===== src/rtl/msi_pkg.sv =====
package msi_pkg;

    typedef enum logic [1:0] {
        LS_I = 2'd0,
        LS_S = 2'd1,
        LS_M = 2'd2
    } line_st_e;

    typedef enum logic [2:0] {
        BOP_NONE = 3'd0,
        BOP_RD   = 3'd1,
        BOP_RDX  = 3'd2,
        BOP_UPG  = 3'd3,
        BOP_WB   = 3'd4
    } bus_op_e;

    typedef enum logic [1:0] {
        CS_IDLE = 2'd0,
        CS_WB   = 2'd1,
        CS_REQ  = 2'd2,
        CS_DONE = 2'd3
    } ctrl_st_e;

endpackage


===== src/rtl/msi_snoop_resp.sv =====
module msi_snoop_resp
    import msi_pkg::*;
#(
    parameter int TAG_W  = 6,
    parameter int DATA_W = 16
) (
    input  logic              snp_valid,
    input  logic              snp_foreign,
    input  bus_op_e           snp_op,
    input  logic [TAG_W-1:0]  snp_tag,
    input  line_st_e          line_st,
    input  logic [TAG_W-1:0]  line_tag,
    input  logic [DATA_W-1:0] line_data,
    output logic              hit,
    output line_st_e          next_st,
    output logic              flush_valid,
    output logic [DATA_W-1:0] flush_data
);

    always_comb begin
        hit         = snp_valid && snp_foreign && (line_st != LS_I) && (line_tag == snp_tag);
        next_st     = line_st;
        flush_valid = 1'b0;
        if (hit) begin
            unique case (snp_op)
                BOP_RD: begin
                    if (line_st == LS_M) begin
                        flush_valid = 1'b1;
                        next_st     = LS_S;
                    end
                end
                BOP_RDX: begin
                    flush_valid = (line_st == LS_M);
                    next_st     = LS_I;
                end
                BOP_UPG: begin
                    next_st = LS_I;
                end
                default: begin
                    next_st = line_st;
                end
            endcase
        end
    end

    assign flush_data = line_data;

endmodule


===== src/rtl/msi_cpu_decode.sv =====
module msi_cpu_decode
    import msi_pkg::*;
#(
    parameter int TAG_W = 6
) (
    input  logic             cpu_we,
    input  logic [TAG_W-1:0] req_tag,
    input  line_st_e         line_st,
    input  logic [TAG_W-1:0] line_tag,
    output logic             local_hit,
    output bus_op_e          miss_op,
    output logic             victim_dirty
);

    logic tag_match;

    always_comb begin
        tag_match    = (line_st != LS_I) && (line_tag == req_tag);
        local_hit    = 1'b0;
        miss_op      = BOP_NONE;
        victim_dirty = 1'b0;
        if (tag_match) begin
            if (!cpu_we || line_st == LS_M) begin
                local_hit = 1'b1;
            end else begin
                miss_op = BOP_UPG;
            end
        end else begin
            miss_op      = cpu_we ? BOP_RDX : BOP_RD;
            victim_dirty = (line_st == LS_M);
        end
    end

endmodule


===== src/rtl/msi_line_ctrl.sv =====
module msi_line_ctrl
    import msi_pkg::*;
#(
    parameter int ADDR_W  = 8,
    parameter int DATA_W  = 16,
    parameter int INDEX_W = 2,
    parameter int ID_W    = 2,
    parameter int MY_ID   = 0
) (
    input  logic              clk,
    input  logic              rst_n,
    input  logic              cpu_req,
    input  logic              cpu_we,
    input  logic [ADDR_W-1:0] cpu_addr,
    input  logic [DATA_W-1:0] cpu_wdata,
    output logic              cpu_ack,
    output logic [DATA_W-1:0] cpu_rdata,
    output logic              bus_req,
    output logic [2:0]        bus_op,
    output logic [ADDR_W-1:0] bus_addr,
    output logic [DATA_W-1:0] bus_data,
    input  logic              bus_gnt,
    input  logic              snp_valid,
    input  logic [2:0]        snp_op,
    input  logic [ADDR_W-1:0] snp_addr,
    input  logic [ID_W-1:0]   snp_id,
    input  logic [DATA_W-1:0] fill_data,
    output logic              flush_valid,
    output logic [DATA_W-1:0] flush_data
);

    localparam int LINES = 1 << INDEX_W;
    localparam int TAG_W = ADDR_W - INDEX_W;

    typedef struct packed {
        ctrl_st_e          fsm;
        bus_op_e           pend_op;
        logic [ADDR_W-1:0] pend_addr;
        logic [DATA_W-1:0] pend_wdata;
        logic              ack;
        logic [DATA_W-1:0] rdata;
    } ctl_t;

    ctl_t              ctl_d, ctl_q;
    line_st_e          st_d  [LINES];
    line_st_e          st_q  [LINES];
    logic [TAG_W-1:0]  tag_d [LINES];
    logic [TAG_W-1:0]  tag_q [LINES];
    logic [DATA_W-1:0] dat_d [LINES];
    logic [DATA_W-1:0] dat_q [LINES];

    // Address slicing
    logic [INDEX_W-1:0] snp_idx, cpu_idx, pend_idx;
    logic [TAG_W-1:0]   snp_tag, cpu_tag, pend_tag;

    assign snp_idx  = snp_addr[INDEX_W-1:0];
    assign snp_tag  = snp_addr[ADDR_W-1:INDEX_W];
    assign cpu_idx  = cpu_addr[INDEX_W-1:0];
    assign cpu_tag  = cpu_addr[ADDR_W-1:INDEX_W];
    assign pend_idx = ctl_q.pend_addr[INDEX_W-1:0];
    assign pend_tag = ctl_q.pend_addr[ADDR_W-1:INDEX_W];

    // Snoop side
    logic     snp_foreign, snp_hit;
    line_st_e snp_next_st;
    bus_op_e  snp_op_e;

    assign snp_foreign = (snp_id != ID_W'(MY_ID));
    assign snp_op_e    = bus_op_e'(snp_op);

    msi_snoop_resp #(.TAG_W(TAG_W), .DATA_W(DATA_W)) u_snoop (
        .snp_valid   (snp_valid),
        .snp_foreign (snp_foreign),
        .snp_op      (snp_op_e),
        .snp_tag     (snp_tag),
        .line_st     (st_q[snp_idx]),
        .line_tag    (tag_q[snp_idx]),
        .line_data   (dat_q[snp_idx]),
        .hit         (snp_hit),
        .next_st     (snp_next_st),
        .flush_valid (flush_valid),
        .flush_data  (flush_data)
    );

    // Processor side
    logic    dec_local, dec_dirty;
    bus_op_e dec_op;

    msi_cpu_decode #(.TAG_W(TAG_W)) u_decode (
        .cpu_we       (cpu_we),
        .req_tag      (cpu_tag),
        .line_st      (st_q[cpu_idx]),
        .line_tag     (tag_q[cpu_idx]),
        .local_hit    (dec_local),
        .miss_op      (dec_op),
        .victim_dirty (dec_dirty)
    );

    logic victim_still_dirty;
    assign victim_still_dirty = (st_q[pend_idx] == LS_M);

    // Next-state logic
    always_comb begin
        ctl_d     = ctl_q;
        st_d      = st_q;
        tag_d     = tag_q;
        dat_d     = dat_q;
        ctl_d.ack = 1'b0;

        if (snp_hit) begin
            st_d[snp_idx] = snp_next_st;
        end

        unique case (ctl_q.fsm)
            CS_IDLE: begin
                // a snoop touching the same line this cycle defers the decode
                if (cpu_req && !(snp_hit && snp_idx == cpu_idx)) begin
                    ctl_d.pend_addr  = cpu_addr;
                    ctl_d.pend_wdata = cpu_wdata;
                    if (dec_local) begin
                        if (cpu_we) begin
                            dat_d[cpu_idx] = cpu_wdata;
                            ctl_d.rdata    = cpu_wdata;
                        end else begin
                            ctl_d.rdata = dat_q[cpu_idx];
                        end
                        ctl_d.ack = 1'b1;
                        ctl_d.fsm = CS_DONE;
                    end else begin
                        ctl_d.pend_op = dec_op;
                        if (dec_dirty) begin
                            ctl_d.fsm = CS_WB;
                        end else begin
                            if (dec_op != BOP_UPG) begin
                                st_d[cpu_idx] = LS_I;
                            end
                            ctl_d.fsm = CS_REQ;
                        end
                    end
                end
            end
            CS_WB: begin
                if (!victim_still_dirty) begin
                    st_d[pend_idx] = LS_I;
                    ctl_d.fsm      = CS_REQ;
                end else if (bus_gnt) begin
                    st_d[pend_idx] = LS_I;
                    ctl_d.fsm      = CS_REQ;
                end
            end
            CS_REQ: begin
                if (ctl_q.pend_op == BOP_UPG && snp_hit && snp_idx == pend_idx &&
                    (snp_op_e == BOP_RDX || snp_op_e == BOP_UPG)) begin
                    ctl_d.pend_op = BOP_RDX;
                end
                if (bus_gnt) begin
                    tag_d[pend_idx] = pend_tag;
                    ctl_d.ack       = 1'b1;
                    ctl_d.fsm       = CS_DONE;
                    if (ctl_q.pend_op == BOP_RD) begin
                        st_d[pend_idx]  = LS_S;
                        dat_d[pend_idx] = fill_data;
                        ctl_d.rdata     = fill_data;
                    end else begin
                        st_d[pend_idx]  = LS_M;
                        dat_d[pend_idx] = ctl_q.pend_wdata;
                        ctl_d.rdata     = ctl_q.pend_wdata;
                    end
                end
            end
            CS_DONE: begin
                ctl_d.fsm = CS_IDLE;
            end
            default: begin
                ctl_d.fsm = CS_IDLE;
            end
        endcase
    end

    // Registers
    always_ff @(posedge clk) begin
        if (!rst_n) begin
            ctl_q <= '{fsm: CS_IDLE, pend_op: BOP_NONE, pend_addr: '0,
                       pend_wdata: '0, ack: 1'b0, rdata: '0};
            for (int i = 0; i < LINES; i++) begin
                st_q[i]  <= LS_I;
                tag_q[i] <= '0;
                dat_q[i] <= '0;
            end
        end else begin
            ctl_q <= ctl_d;
            st_q  <= st_d;
            tag_q <= tag_d;
            dat_q <= dat_d;
        end
    end

    // Outputs
    assign cpu_ack   = ctl_q.ack;
    assign cpu_rdata = ctl_q.rdata;

    always_comb begin
        bus_req  = 1'b0;
        bus_op   = BOP_NONE;
        bus_addr = ctl_q.pend_addr;
        bus_data = dat_q[pend_idx];
        if (ctl_q.fsm == CS_WB && victim_still_dirty) begin
            bus_req  = 1'b1;
            bus_op   = BOP_WB;
            bus_addr = {tag_q[pend_idx], pend_idx};
        end else if (ctl_q.fsm == CS_REQ) begin
            bus_req = 1'b1;
            bus_op  = ctl_q.pend_op;
        end
    end

endmodule


===== config.mk =====
export PLATFORM = sky130hd
export DESIGN_NAME = msi_line_ctrl
export DESIGN_NICKNAME = d
export VERILOG_FILES = /design/src/rtl/msi_pkg.sv /design/src/rtl/msi_snoop_resp.sv /design/src/rtl/msi_cpu_decode.sv /design/src/rtl/msi_line_ctrl.sv
export SDC_FILE = /design/constraint.sdc
export NUM_CORES = 1
export LEC_CHECK = 0
export ABC_AREA = 1
export BUFFER_PORTS_ARGS = -buffer_cell sky130_fd_sc_hd__buf_2
export CAP_MARGIN = 20
export CORE_MARGIN = 1
export CORE_UTILIZATION = 55
export CTS_CLUSTER_DIAMETER = 50
export DETAILED_ROUTE_END_ITERATION = 8
export PLACE_DENSITY = 0.77
export SETUP_SLACK_MARGIN = 0.15
export SKIP_CTS_REPAIR_TIMING = 1
export SLEW_MARGIN = 20
export SYNTH_ARGS = -nofsm -noshare
export SYNTH_HDL_FRONTEND = slang
export SYNTH_SLANG_ARGS = --single-unit

===== constraint.sdc =====
create_clock -name clk -period 2.7 [get_ports clk]
set_clock_uncertainty 0.15 [all_clocks]
set_input_delay 0.54 -clock clk [delete_from_list [all_inputs] [get_ports clk]]
set_output_delay 0.54 -clock clk [all_outputs]
set_load 0.02 [all_outputs]

== Word level (Yosys, flattened, before mapping) ==
Cells that the tools add are included.
Storage, ports and cells
  bits of input ports: 59
  flip-flop bits (word level): 142
  output and inout port bits: 62
  logic and storage cells: 181
Cells by class
  muxes and demuxes: 92
  reductions and logical operators: 29
  bitwise gates (word level): 13
  $lt $le $gt $ge: 6
  equality and inequality tests: 23
Operator list (count)
  two-way mux 64 bit: 5
  bitwise mux 64 bit: 3
  two-way mux 16 bit: 10
  case mux 64 bit (2 select lines): 1
  binary-select mux 16 bit (select 2 bit): 3
  two-way mux 8 bit: 10
  demux 16 bit (select 2 bit): 2
  two-way mux 46 bit: 1
  two-way mux 6 bit: 7
  binary-select mux 6 bit (select 2 bit): 3
  two-way mux 2 bit: 18
  two-way mux 17 bit: 2
  case mux 17 bit (2 select lines): 1
  bitwise mux 24 bit: 1
  case mux 8 bit (3 select lines): 1
  AND 8 bit: 2
  inverter 8 bit: 2
  two-way mux 3 bit: 5
  logical AND 1 bit: 13
  binary-select mux 2 bit (select 2 bit): 3
  demux 2 bit (select 2 bit): 3
  demux 6 bit (select 2 bit): 1
  == test 6 bit: 2
  != test 2 bit (second input constant): 6
  other kinds (28): 58

== Logic depth before layout (Yosys ltp) ==
Gate-level depths: netlist (run 1).
  depth in word-level cells: 16
  mapped depth: 19
  mapped depth without buffers: 17

== By module ==
Synthesis (run 1) repeated with hierarchy kept, for this count alone.
Unflattened totals
  cells, all modules: 1463
  area, all modules: 9381.5 um2
Modules (own cells, without submodules)
  msi_line_ctrl: instances 1, area an instance 8832.2 um2, cells an instance 1352, sequential area each 2842.7 um2
  msi_snoop_resp: instances 1, area an instance 345.3 um2, cells an instance 63, sequential area each 0.0 um2
  msi_cpu_decode: instances 1, area an instance 203.9 um2, cells an instance 48, sequential area each 0.0 um2

== Worst setup path after synthesis (run 1) ==
OpenSTA, ideal clock, no wires.
  path type: reg-to-output
  from: reg ctl_q[34] (netlist bit)
  to: out bus_addr[5]
  data arrival time: 1991 ps
  setup slack: 19 ps
  buffers on the path: 1
  cell stages (with the launch flop): 10
  data required time: 2010 ps
  cell sequence: dfxtp_1 -> inv_1 -> nand2_1 -> inv_1 -> a211oi_1 -> nand2_1 -> inv_1 -> clkbuf_1 -> o21ai_0 -> o21ai_0
Between the ends
  word-level cells in the longest chain between the ends: 7
  elaborated cells between the ends (all ways): 10
  those cells by class: 1 x eq/ne; 7 x mux; 1 x bitwise; 1 x reduce/logical
RTL lines
  from (decl): line msi_line_ctrl.sv:44  | ctl_t ctl_d, ctl_q;
  from (signal assigned): line msi_line_ctrl.sv:183  | ctl_q <= '{fsm: CS_IDLE, pend_op: BOP_NONE, pend_addr: '0,
  from (signal assigned): line msi_line_ctrl.sv:191  | ctl_q <= ctl_d;
  inverter 2 -> 3 bit (implied by the code) *: line msi_line_ctrl.sv:100, msi_line_ctrl.sv:210
  binary-select mux 2 bit (select 2 bit): line msi_line_ctrl.sv:100  | assign victim_still_dirty = (st_q[pend_idx] == LS_M);
  two-way mux 2 bit (implied by the code) (2 in a row): line msi_line_ctrl.sv:100
  == test 2 bit: line msi_line_ctrl.sv:100
  logical AND 1 bit: line msi_line_ctrl.sv:207  | if (ctl_q.fsm == CS_WB && victim_still_dirty) begin
  two-way mux 8 bit *: line msi_line_ctrl.sv:207
  to (decl): line msi_line_ctrl.sv:20  | output logic [ADDR_W-1:0] bus_addr,
Mark *: on every way between the ends. The rest lies on a longest branch, timed or not. The select of a mux whose other input is x is not followed.

== Final worst setup path (run 1) ==
  from: reg ctl_q[34] (netlist bit)
  to: out bus_addr[4]
The elaborated chain is that of the path after synthesis.

==> out/qor.txt, run 1 <==
register area share after synthesis -> 0.299
Starting Density -> 0.566
largest net degree at the start of global routing -> 60
CTS H-tree depth -> 4
met1 Usage GRT -> 0.528
vias post-DR -> 11400
post-synthesis compound-gate area fraction -> 0.247
crit-path max FO -> 7
fmax -> 0.365 GHz
gr ovfl total -> 0
Layout Cells excl Fill -> 1936
vias in the first global route -> 10200
met2 Use GR -> 0.561
CP arrival -> 2050 ps
fraction of layout cells with a size suffix above 1 -> 0.223
relative slew slack -> 0.640
count of pins over their slew limit -> 0
Yosys Warn Count -> 0
crit path cell chain -> inv_1, nand2_1, inv_2, a211oi_2, nand2_1, inv_2, buf_12, nor2_2, a41oi_2, buf_4
post-synthesis mux area share -> 0
Core ar. -> 16600 sq um
Fillers -> 1417
number of synthesized flops with an enable pin -> 0
clk buf depth -> 2
Clock Tree Root -> clkbuf_16
aggregate global-route resource usage -> 0.388
first-pass GRT wire length -> 53900 microns
Simple-Gate Fraction of Synth Area -> 0.306
Final setup viols -> 4
area added between synthesis and finish -> 26.6%
dpl cells -> 1895
DRC -> 0
Synth cell types -> 39
final wirelength -> 35000 microns
Via-to-Cell Ratio -> 5.87
M3 GR Usage -> 0.109
failing checks -> negative setup slack
final worst setup slack -> -40.2 ps
num ports -> 121
gr busiest metal -> met2
crit-path max cell delay -> 410 ps
Crit. End Element -> output port
Critical-path top delay cell -> dfxtp_4
IO buf count -> 120
pwr dens -> 825 nW/um^2
CP Launch Type -> register
CTS tree -> yes
largest family of logic cells by synthesized area -> simple AND/OR/NAND/NOR gates
maxcap violations -> 0
Worst EP required -> 2010 ps
status -> finished with violations
TritonCTS Buffers -> 17
Worst VDD drop -> 0.599 mV
RSZ-0062 raised after global routing -> true
Initial DRC Count -> 1630
total iterations of the first detailed-routing run -> 6
fin nets -> 1763
adder-cell share of the synthesized area -> 0.00664
ys async rst share -> 0
FF-to-FF path depth -> 14
Routed WL per cell -> 18.1 microns
post-layout min period -> 2740 ps
ys flop type -> dfxtp_1
clk slew on worst S/H paths -> 70 ps
worst-margin pin slew -> 535 ps
hold depth -> 3
R2R Setup Slk -> 260 ps
final worst path period share -> 1.01
RePlAce Congestion -> 0.987
Std-Cell Rows -> 47
post-layout instance area -> 11900 sq um
Fin. Hold Viols -> 0
kind of critical path -> register to output port
Place WS -> -385 ps
Die W -> 133 microns
worst skew pair latency -> 430 ps
die area -> 17700 sq um
post-DP HPWL -> 23700 microns
Core Util, Final -> 0.717
worst hold margin -> 226 ps
clock sinks -> 141
Die Ht -> 133 microns
Mapped Cells -> 1534
Cell Area, Placed -> 10900 sq um
syn avg cell area -> 6.14 sq um
Synth Register Bits -> 141
Post-Synth XOR/XNOR Area -> 0.00279
Synthesized Nets -> 1598
Leak Pwr -> 5.91 nW
antenna violations before repair -> 4
HP Class -> input pin to register
post-synthesis cell area -> 9430 sq um
Final ANT Viol Nets -> 0
-- where the power goes --
group	total, W	leakage, nW	switching (W)	internal (W)
Combinational	0.00453	4.45	0.00291	0.00162
Clock	0.00249	0.299	0.00100	0.00149
Sequential	0.00282	1.16	0.000322	0.00250
Total	0.00984	5.91	0.00423	0.00561
-- synthesized netlist by cell type, types with 4 or more instances --
master	instances	area, sq um
nand3_2	4	40.0
nor2_1	237	890
clkinv_1	4	15.0
buf_4	21	158
nand4_1	11	68.8
nand2_1	395	1480
nand2_2	4	25.0
ha_1	5	62.6
o22ai_1	101	632
o21ai_1	5	25.0
nor3_1	13	65.1
a22oi_1	37	278
buf_2	23	115
o211ai_1	6	45.0
o221ai_1	33	289
a21oi_1	61	305
inv_1	175	657
nand4_4	4	85.1
o21ai_0	132	661
dfxtp_1	141	2820
buf_6	11	124
clkbuf_1	53	199
nand3_1	29	145
-- final timing paths --
path	endpoint	startpoint
min reg2reg	ctl_q[31]$_SDFFE_PN0P_	ctl_q[31]$_SDFFE_PN0P_
min	ctl_q[26]$_SDFFE_PN0P_	cpu_wdata[9]
max	bus_addr[4]	ctl_q[34]$_SDFFE_PN0P_
max reg2reg	cpu_rdata[6]$_SDFFE_PN0P_	tag_q[8]$_SDFFE_PN0P_
-- placed cells by master, fill, tap and decap left out, types with 6 or more instances in the layout --
| master | count |
|---|---|
| dfxtp_2 | 14 |
| nor3_1 | 9 |
| dfxtp_1 | 125 |
| clkbuf_16 | 18 |
| o21ai_1 | 10 |
| nor2_1 | 229 |
| nand2_2 | 11 |
| nand4_1 | 11 |
| o211ai_1 | 6 |
| inv_2 | 7 |
| a22oi_1 | 33 |
| buf_12 | 20 |
| nor2_2 | 7 |
| buf_2 | 105 |
| o21ai_2 | 8 |
| buf_4 | 125 |
| o221ai_1 | 29 |
| o22ai_1 | 101 |
| a21oi_1 | 58 |
| nand2_1 | 386 |
| inv_1 | 168 |
| nand3_1 | 29 |
| o21ai_0 | 119 |
-- metrics by stage --
stage          total power [W]  TNS [ps]
2_1_floorplan          0.00563         0
3_3_place_gp           0.00692     -8900
3_5_place_dp           0.00700    -14110
4_1_cts                0.00948     -1400
5_1_grt                 0.0103      -614
6_report               0.00984      -128
-- worst max-delay path, delay by kind of cell (launching register included) --
kind	cells	cell delay, ps
AOI/OAI and AO/OA	2	390
buffers and inverters	5	570
DFF	1	410
and+or+nand+nor	3	250
-- state kept, by name, indices dropped and copies added, names as in the netlist --
signal / count
cpu_ack: 1
ctl_q: 28
tag_q: 24
cpu_rdata: 16
st_q: 8
dat_q: 64
-- cell families after synthesis --
| logic type | count (synthesis) |
|---|---|
| buffers and inverters | 294 |
| adders and majority gates | 5 |
| xor gates and xnor gates | 3 |
| DFF | 141 |
| AOI/OAI and AO/OA | 385 |
| and+or+nand+nor | 706 |
-- routing by layer --
metal	routed length [microns]	share of wire
met2	14700	0.42
met4	1550	0.044
met3	4920	0.14
met1	13800	0.40
met5	0	0
-- final cells by class --
type	count	area (sq um)	area share
Timing Repair inverter	1	7.51	0.000629
Timing Repair Buffer	257	1960	0.165
Clock inverter	13	164	0.0137
Clock buffer	19	443	0.0371
Multi-Input combinational cell	1099	5520	0.463
Sequential cell	141	2850	0.239
Antenna cell	4	10.0	0.000839
Inverter	182	701	0.0587
Tap cell	220	275	0.0231
No activity file was read; power rests on OpenSTA's default activity.
==> inputs of run 2 (changes only) <==
--- a/config.mk
+++ b/config.mk
@@ -5,14 +5,14 @@
 export SDC_FILE = /design/constraint.sdc
 export NUM_CORES = 1
 export LEC_CHECK = 0
-export ABC_AREA = 1
+export ABC_AREA = 0
 export BUFFER_PORTS_ARGS = -buffer_cell sky130_fd_sc_hd__buf_2
 export CAP_MARGIN = 20
 export CORE_MARGIN = 1
 export CORE_UTILIZATION = 55
 export CTS_CLUSTER_DIAMETER = 50
 export DETAILED_ROUTE_END_ITERATION = 8
-export PLACE_DENSITY = 0.77
+export PLACE_DENSITY = 0.78
 export SETUP_SLACK_MARGIN = 0.15
 export SKIP_CTS_REPAIR_TIMING = 1
 export SLEW_MARGIN = 20
==> run 2 against run 1 <==
Compared with the run above: the run still ends with negative setup slack left; register-to-register slack worse by 650 ps; area after synthesis is 3.4% lower; cell count is 36% lower; count of clock-buffer cells in the layout stayed put; fmax is 13% lower; global-route usage is 4.3 points lower; power is 38% lower; combinational power is 68% lower; non-clock buffer count is 22 lower; critical path depth is 2 lower; cell area is 1.8% lower; synthesized cell count is 45% lower; largest power group is now clock; highest routed layer unchanged.
==> out/qor.txt, run 2 <==
status -> finished with violations
failing checks -> negative setup slack
Die Ht -> 131 microns (-1.7%)
dpl cells -> 1184 (-38%)
Mapped Cells -> 851 (-45%)
commonest cells after routing, fill and taps aside -> dfxtp_1 (127), buf_2 (109), buf_4 (84)
Worst VDD drop -> 0.571 mV (-4.7%)
Synth Register Bits -> 141 (unchanged)
Setup crit start -> snp_addr[1]
Synthesized Nets -> 915 (-43%)
RePlAce Congestion -> 0.897 (-9.1%)
Largest register FFs -> 64 (unchanged)
CTS tree -> yes
ys async rst share -> 0 (unchanged)
Yosys Warn Count -> 0 (unchanged)
fin nets -> 1072 (-39%)
Fillers -> 1022 (-28%)
DRC -> 0 (unchanged)
crit-path max FO -> 12 (+5)
cell taking the most area after synthesis -> dfxtp_1
antenna violations before repair -> 0 (-4)
post-layout min period -> 3140 ps (+404 ps)
die area -> 17100 sq um (-3.3%)
internal power -> 0.00413 W (-26%)
final worst setup slack -> -444 ps (-404 ps)
total iterations of the first detailed-routing run -> 6 (unchanged)
Clock Tree Root -> clkbuf_16
Routed WL per cell -> 26.9 microns (+49%)
number of synthesized flops with an enable pin -> 0 (unchanged)
num ports -> 121 (unchanged)
gr ovfl total -> 0 (unchanged)
Worst EP required -> 2010 ps (about the same)
ys flop type -> dfxtp_1
Layout Cells excl Fill -> 1237 (-36%)
Core ar. -> 16000 sq um (-3.9%)
Die W -> 131 microns (-1.7%)
RSZ-0062 raised after global routing -> true
count of pins over their slew limit -> 0 (unchanged)
Hold EP -> ctl_q[27]$_SDFFE_PN0P_
Via-to-Cell Ratio -> 7.26 (+24%)
Final ANT Viol Nets -> 0 (unchanged)
worst hold margin -> 233 ps (+6.47 ps)
diode count -> 0 (-4)
worst skew pair latency -> 440 ps (about the same)
area added between synthesis and finish -> 28.6%
HP Start -> cpu_wdata[10]
R2R Setup Slk -> -390 ps (-650 ps)
TritonCTS Buffers -> 17 (unchanged)
sequential cell area -> 2850 sq um (unchanged)
biggest regs -> dat_q x64, ctl_q x28, tag_q x24
pwr dens -> 518 nW/um^2 (-37%)
final wirelength -> 33300 microns (-4.9%)
final worst path period share -> 1.16 (+0.150)
Std-Cell Rows -> 46 (-2.1%)
kind of critical path -> input pin to output port
Reg power frac -> 0.366 (+0.079)
cell with the most instances after synthesis -> dfxtp_1
Place WS -> -550 ps (-165 ps)
Initial DRC Count -> 1195 (-27%)
Core Util, Final -> 0.732 (+0.0152)
largest net degree at the start of global routing -> 63 (+5.0%)
commonest non-fill, non-tap cell in the layout -> dfxtp_1
Leak Pwr -> 4.77 nW (-19%)
clk slew on worst S/H paths -> 70 ps (about the same)
Top reg by flops -> dat_q
HP Class -> input pin to register
clock sinks -> 141 (unchanged)
Synth area leaders -> dfxtp_1 (31%), mux4_2 (17%), mux2i_1 (8.1%)
fmax -> 0.318 GHz (-13%)
FF-to-FF End -> ctl_q[44]$_SDFFE_PN0P_
syn avg cell area -> 10.7 sq um (+74%)
post-DP HPWL -> 20300 microns (-14%)
area share of the largest cell type after synthesis -> 0.310 (+0.0105)
Crit. End Element -> output port
Fin. Hold Viols -> 0 (unchanged)
Clk network pwr share -> 0.393 (+0.140)
CP Launch Type -> input pin
first-pass GRT wire length -> 44200 microns (-18%)
Final setup viols -> 119 (+115)
Psw -> 0.00194 W (-54%)
area occupied by multi-input gates -> 6150 sq um (+11%)
relative slew slack -> 0.594 (-0.0455)
Synth top cells by count -> dfxtp_1 (141), mux2i_1 (74), nor2_1 (74), a221o_1 (68), mux4_2 (68)
CP arrival -> 2450 ps (+400 ps)
Synth cell types -> 61 (+56%)
fraction of layout cells with a size suffix above 1 -> 0.453 (+0.231)
post-synthesis cell area -> 9110 sq um (-3.4%)
Logic pwr share -> 0.242 (-0.218)
vias post-DR -> 8976 (-21%)
FF-to-FF path depth -> 7 (-7)
CTS H-tree depth -> 4 (unchanged)
Starting Density -> 0.569 (+0.00286)
maxcap violations -> 0 (unchanged)
worst-margin pin slew -> 592 ps (+57.0 ps)
aggregate global-route resource usage -> 0.346 (-0.0428)
IO buf count -> 120 (unchanged)
register area share after synthesis -> 0.310 (+0.0105)
vias in the first global route -> 8123 (-20%)
clk buf depth -> 2 (unchanged)
switching share of power -> 0.319 (-0.111)
hold depth -> 3 (unchanged)
RR Startpoint -> tag_q[1]$_SDFFE_PN0P_
[run 2: changes by cell type in the layout (fill, tap and decap cells not counted), moves of 25 or more]
| cell | previous run | this run |
|---|---|---|
| a21oi_1 | 58 | 26 |
| a221o_1 | 0 | 68 |
| a22oi_1 | 33 | 2 |
| a2bb2oi_2 | 0 | 49 |
| buf_4 | 125 | 84 |
| inv_1 | 168 | 14 |
| mux2i_1 | 0 | 73 |
| mux4_2 | 0 | 68 |
| nand2_1 | 386 | 39 |
| nand3_1 | 29 | 4 |
| nor2_1 | 229 | 74 |
| o21ai_0 | 119 | 14 |
| o221ai_1 | 29 | 0 |
| o22ai_1 | 101 | 0 |
[run 2: stage by stage]
step | cell area (sq um) | power (W) | TNS [ps]
2_1_floorplan | 9340 | 0.00313 | -16500
3_3_place_gp | 10500 | 0.00351 | -53230
3_5_place_dp | 10500 | 0.00353 | -57240
4_1_cts | 11000 | 0.00586 | -7370
5_1_grt | 11700 | 0.00621 | -31180
6_report | 11700 | 0.00607 | -22150
[run 2: worst max-delay path by stage]
stage | to | slack [ps] | cells past startpoint
3_3_place_gp | st_q[1]$_SDFF_PN0_ | -510 | 8
3_5_place_dp | dat_q[32]$_SDFFE_PN0P_ | -550 | 9
2_1_floorplan | dat_q[22]$_SDFFE_PN0P_ | -310 | 10
6_report | flush_valid | -440 | 8
5_1_grt | flush_valid | -520 | 8
4_1_cts | flush_valid | -510 | 7
[run 2: power by group through the flow]
stage	Sequential, W	Clock [W]	Combinational [W]
after floorplan	0.00224	0	0.000889
after global placement	0.00226	0	0.00124
after detailed placement	0.00226	0	0.00126
after CTS	0.00222	0.00236	0.00128
after global routing	0.00222	0.00246	0.00152
final	0.00222	0.00238	0.00147
[run 2: cell families after synthesis]
kind of cell,share of synthesized area
adders and majority gates,0.00687
muxes,0.263
buffers and inverters,0.0591
DFF,0.310
and+or+nand+nor,0.0909
xor gates and xnor gates,0.0183
AOI/OAI and AO/OA,0.252
[run 2: worst max-delay path: stages]
cell       delay, ps
buf_2            300
buf_4            190
mux4_2           320
xnor2_1          280
and2_4           240
o2111ai_2        170
nor4b_4          240
buf_4            170
[run 2: cell type report]
cell class              instances  share of cell area
clock buffers                  19              0.0378
clock inverters                13              0.0120
inverters                      15             0.00491
multi-input cells             598               0.525
flip-flops and latches        141               0.243
well taps                     216              0.0231
repair buffers                235               0.154
[run 2: per-layer routing]
| metal | wire length, microns | up-vias | global-route usage | part of all wire |
|---|---|---|---|---|
| met5 | 0 | - | 0 | 0 |
| met4 | 2130 | 0 | 0.164 | 0.064 |
| met3 | 3730 | 207 | 0.0782 | 0.11 |
| met2 | 15500 | 777 | 0.557 | 0.46 |
| met1 | 12000 | 4309 | 0.440 | 0.36 |
| li1 | - | 3683 | - | - |
==> inputs of run 3 (changes only) <==
--- a/config.mk
+++ b/config.mk
@@ -6,13 +6,13 @@
 export NUM_CORES = 1
 export LEC_CHECK = 0
 export ABC_AREA = 0
-export BUFFER_PORTS_ARGS = -buffer_cell sky130_fd_sc_hd__buf_2
 export CAP_MARGIN = 20
 export CORE_MARGIN = 1
 export CORE_UTILIZATION = 55
 export CTS_CLUSTER_DIAMETER = 50
 export DETAILED_ROUTE_END_ITERATION = 8
-export PLACE_DENSITY = 0.78
+export DONT_BUFFER_PORTS = 1
+export PLACE_DENSITY = 0.71
 export SETUP_SLACK_MARGIN = 0.15
 export SKIP_CTS_REPAIR_TIMING = 1
 export SLEW_MARGIN = 20
==> run 3 against run 2 <==
Compared with the run above: the flow still finishes with violations (negative setup slack); die area did not move; via count fell by 11%; clock power fell by 5%; count of clock-buffer cells in the layout rose by 3; routed wire length fell by 10%; setup slack improved by 120 ps; sequential power barely moved; global-route usage rose by 0.19 points; largest cell class unchanged; sequential share of layout area rose by 1.8 points; register-to-register slack improved by 220 ps.
==> out/qor.txt, run 3 (synthesis gave the netlist of run 2 again) <==
gr ovfl total -> 0 (unchanged)
commonest non-fill, non-tap cell in the layout -> dfxtp_1
area occupied by multi-input gates -> 6250 sq um (+1.6%)
Std-Cell Rows -> 46 (unchanged)
num ports -> 121 (unchanged)
pwr dens -> 521 nW/um^2 (+0.66%)
Crit. End Element -> output port
total power -> 0.00570 W (-6.1%)
vias in the first global route -> 7727 (-4.9%)
CTS tree -> yes
fin nets -> 923 (-14%)
FF-to-FF End -> st_q[0]$_SDFF_PN0_
Routed WL per cell -> 27.5 microns (+2.0%)
CTS H-tree depth -> 4 (unchanged)
final wirelength -> 29900 microns (-10%)
crit-path max cell delay -> 500 ps (+180 ps)
kind of critical path -> register to output port
die area -> 17100 sq um (unchanged)
Crit path top cell by count -> buf_4
first-pass GRT wire length -> 44000 microns (-0.33%)
biggest regs -> dat_q x64, ctl_q x28, tag_q x24
RePlAce Congestion -> 0.847 (-5.6%)
post-DP HPWL -> 19000 microns (-6.6%)
HP Start -> rst_n
clk slew on worst S/H paths -> 60 ps (about the same)
fraction of layout cells with a size suffix above 1 -> 0.375 (-0.0785)
DRC -> 0 (unchanged)
post-layout instance area -> 10900 sq um (-6.7%)
hold depth -> 1 (-2)
post-layout min period -> 3030 ps (-116 ps)
commonest cells after routing, fill and taps aside -> dfxtp_1 (123), mux2i_1 (73), nor2_1 (72)
sequential cell area -> 2850 sq um (+0.18%)
Critical-path top delay cell -> mux4_2
Starting Density -> 0.569 (unchanged)
final worst path period share -> 1.12 (-0.0429)
maxcap violations -> 0 (unchanged)
Final setup viols -> 57 (-52%)
Largest register FFs -> 64 (unchanged)
final worst setup slack -> -328 ps (+116 ps)
FF-to-FF path depth -> 9 (+2)
RSZ-0062 raised after global routing -> true
Clock Tree Root -> clkbuf_16
aggregate global-route resource usage -> 0.347 (+0.00187)
crit-path max FO -> 4 (-8)
largest net degree at the start of global routing -> 43 (-32%)
Core ar. -> 16000 sq um (unchanged)
CP arrival -> 2340 ps (-110 ps)
fmax -> 0.330 GHz (+3.8%)
worst hold margin -> 92.1 ps (-141 ps)
Cell Area, Placed -> 9680 sq um (-7.4%)
CP Launch Type -> register
IO buf count -> 0 (-100%)
Fin. Hold Viols -> 0 (unchanged)
Initial DRC Count -> 960 (-20%)
RR Startpoint -> tag_q[0]$_SDFFE_PN0P_
worst skew pair latency -> 430 ps (about the same)
HP Class -> input pin to register
area added between synthesis and finish -> 20.0%
vias post-DR -> 8019 (-11%)
Die Ht -> 131 microns (unchanged)
count of pins over their slew limit -> 0 (unchanged)
Final ANT Viol Nets -> 0 (unchanged)
Core Util, Final -> 0.683 (-0.0492)
Worst EP required -> 2010 ps (about the same)
Die W -> 131 microns (unchanged)
Worst VDD drop -> 0.531 mV (-7.0%)
Leak Pwr -> 4.07 nW (-15%)
worst-margin pin slew -> 778 ps (+186 ps)
cell family with most CP delay -> multiplexers
total iterations of the first detailed-routing run -> 6 (unchanged)
Fin Setup TNS -> -2650 ps (+19500 ps)
Via-to-Cell Ratio -> 7.37 (+1.6%)
Hold EP -> st_q[2]$_SDFF_PN0_
Fillers -> 1184 (+16%)
clk buf depth -> 2 (unchanged)
Top reg by flops -> dat_q
crit path cell chain -> mux4_2, xor2_2, nor3b_2, buf_4, o2111ai_4, nor4b_4, buf_4
antenna violations before repair -> 0 (unchanged)
R2R Setup Slk -> -170 ps (+220 ps)
clock sinks -> 141 (unchanged)
TritonCTS Buffers -> 17 (unchanged)
Critical path buffers and inverters -> 2 (-1)
failing checks -> negative setup slack
status -> finished with violations
relative slew slack -> 0.480 (-0.114)
diode count -> 0 (unchanged)
run 3: per-layer routing:
metal  vias to the layer above  GRT usage  share of wire  routed length [microns]
li1                       3379          -              -                        -
met1                      3960      0.436           0.38                    11300
met2                       570      0.562           0.48                    14200
met3                       110     0.0851           0.11                     3300
met4                         0      0.168          0.036                     1070
met5                         -          0              0                        0
run 3: layout make-up:
class	count	area share
tap	216	0.0247
sequential	141	0.261
clock inverter	10	0.00824
inverter	15	0.00515
timing repair buffer	87	0.0865
clock buffer	22	0.0425
multi-input combinational	597	0.572
run 3: worst max path at each step:
stage,to,slack [ps],cells after the start,from
after CTS,flush_valid,-460,7,tag_q[2]$_SDFFE_PN0P_
final,flush_valid,-330,7,tag_q[0]$_SDFFE_PN0P_
after floorplan,dat_q[22]$_SDFFE_PN0P_,-310,10,cpu_addr[0]
after global placement,st_q[1]$_SDFF_PN0_,-260,8,snp_addr[0]
after global routing,flush_valid,-410,7,tag_q[2]$_SDFFE_PN0P_
after detailed placement,cpu_rdata[9]$_SDFFE_PN0P_,-380,8,cpu_addr[0]
run 3: where the power goes:
group          switching [W]  leakage, nW  internal (W)
sequential         0.0000963         1.15       0.00215
combinational       0.000702         2.66      0.000498
clock               0.000940        0.266       0.00131
run 3: worst reg2reg max path, stage by stage (launching register included):
cell and delay (ps):
dfxtp_2 330, mux4_2 500, xor2_2 180, nor3b_2 220, buf_4 160, buf_4 100
o211ai_1 150, or3_4 430, mux2_2 290, o221a_2 270
run 3: through the flow:
step	instances	worst slack (ps)
after floorplan	851	-306
after global placement	1038	-260
after detailed placement	1038	-383
after CTS	1070	-465
after global routing	1088	-415
final	1088	-328
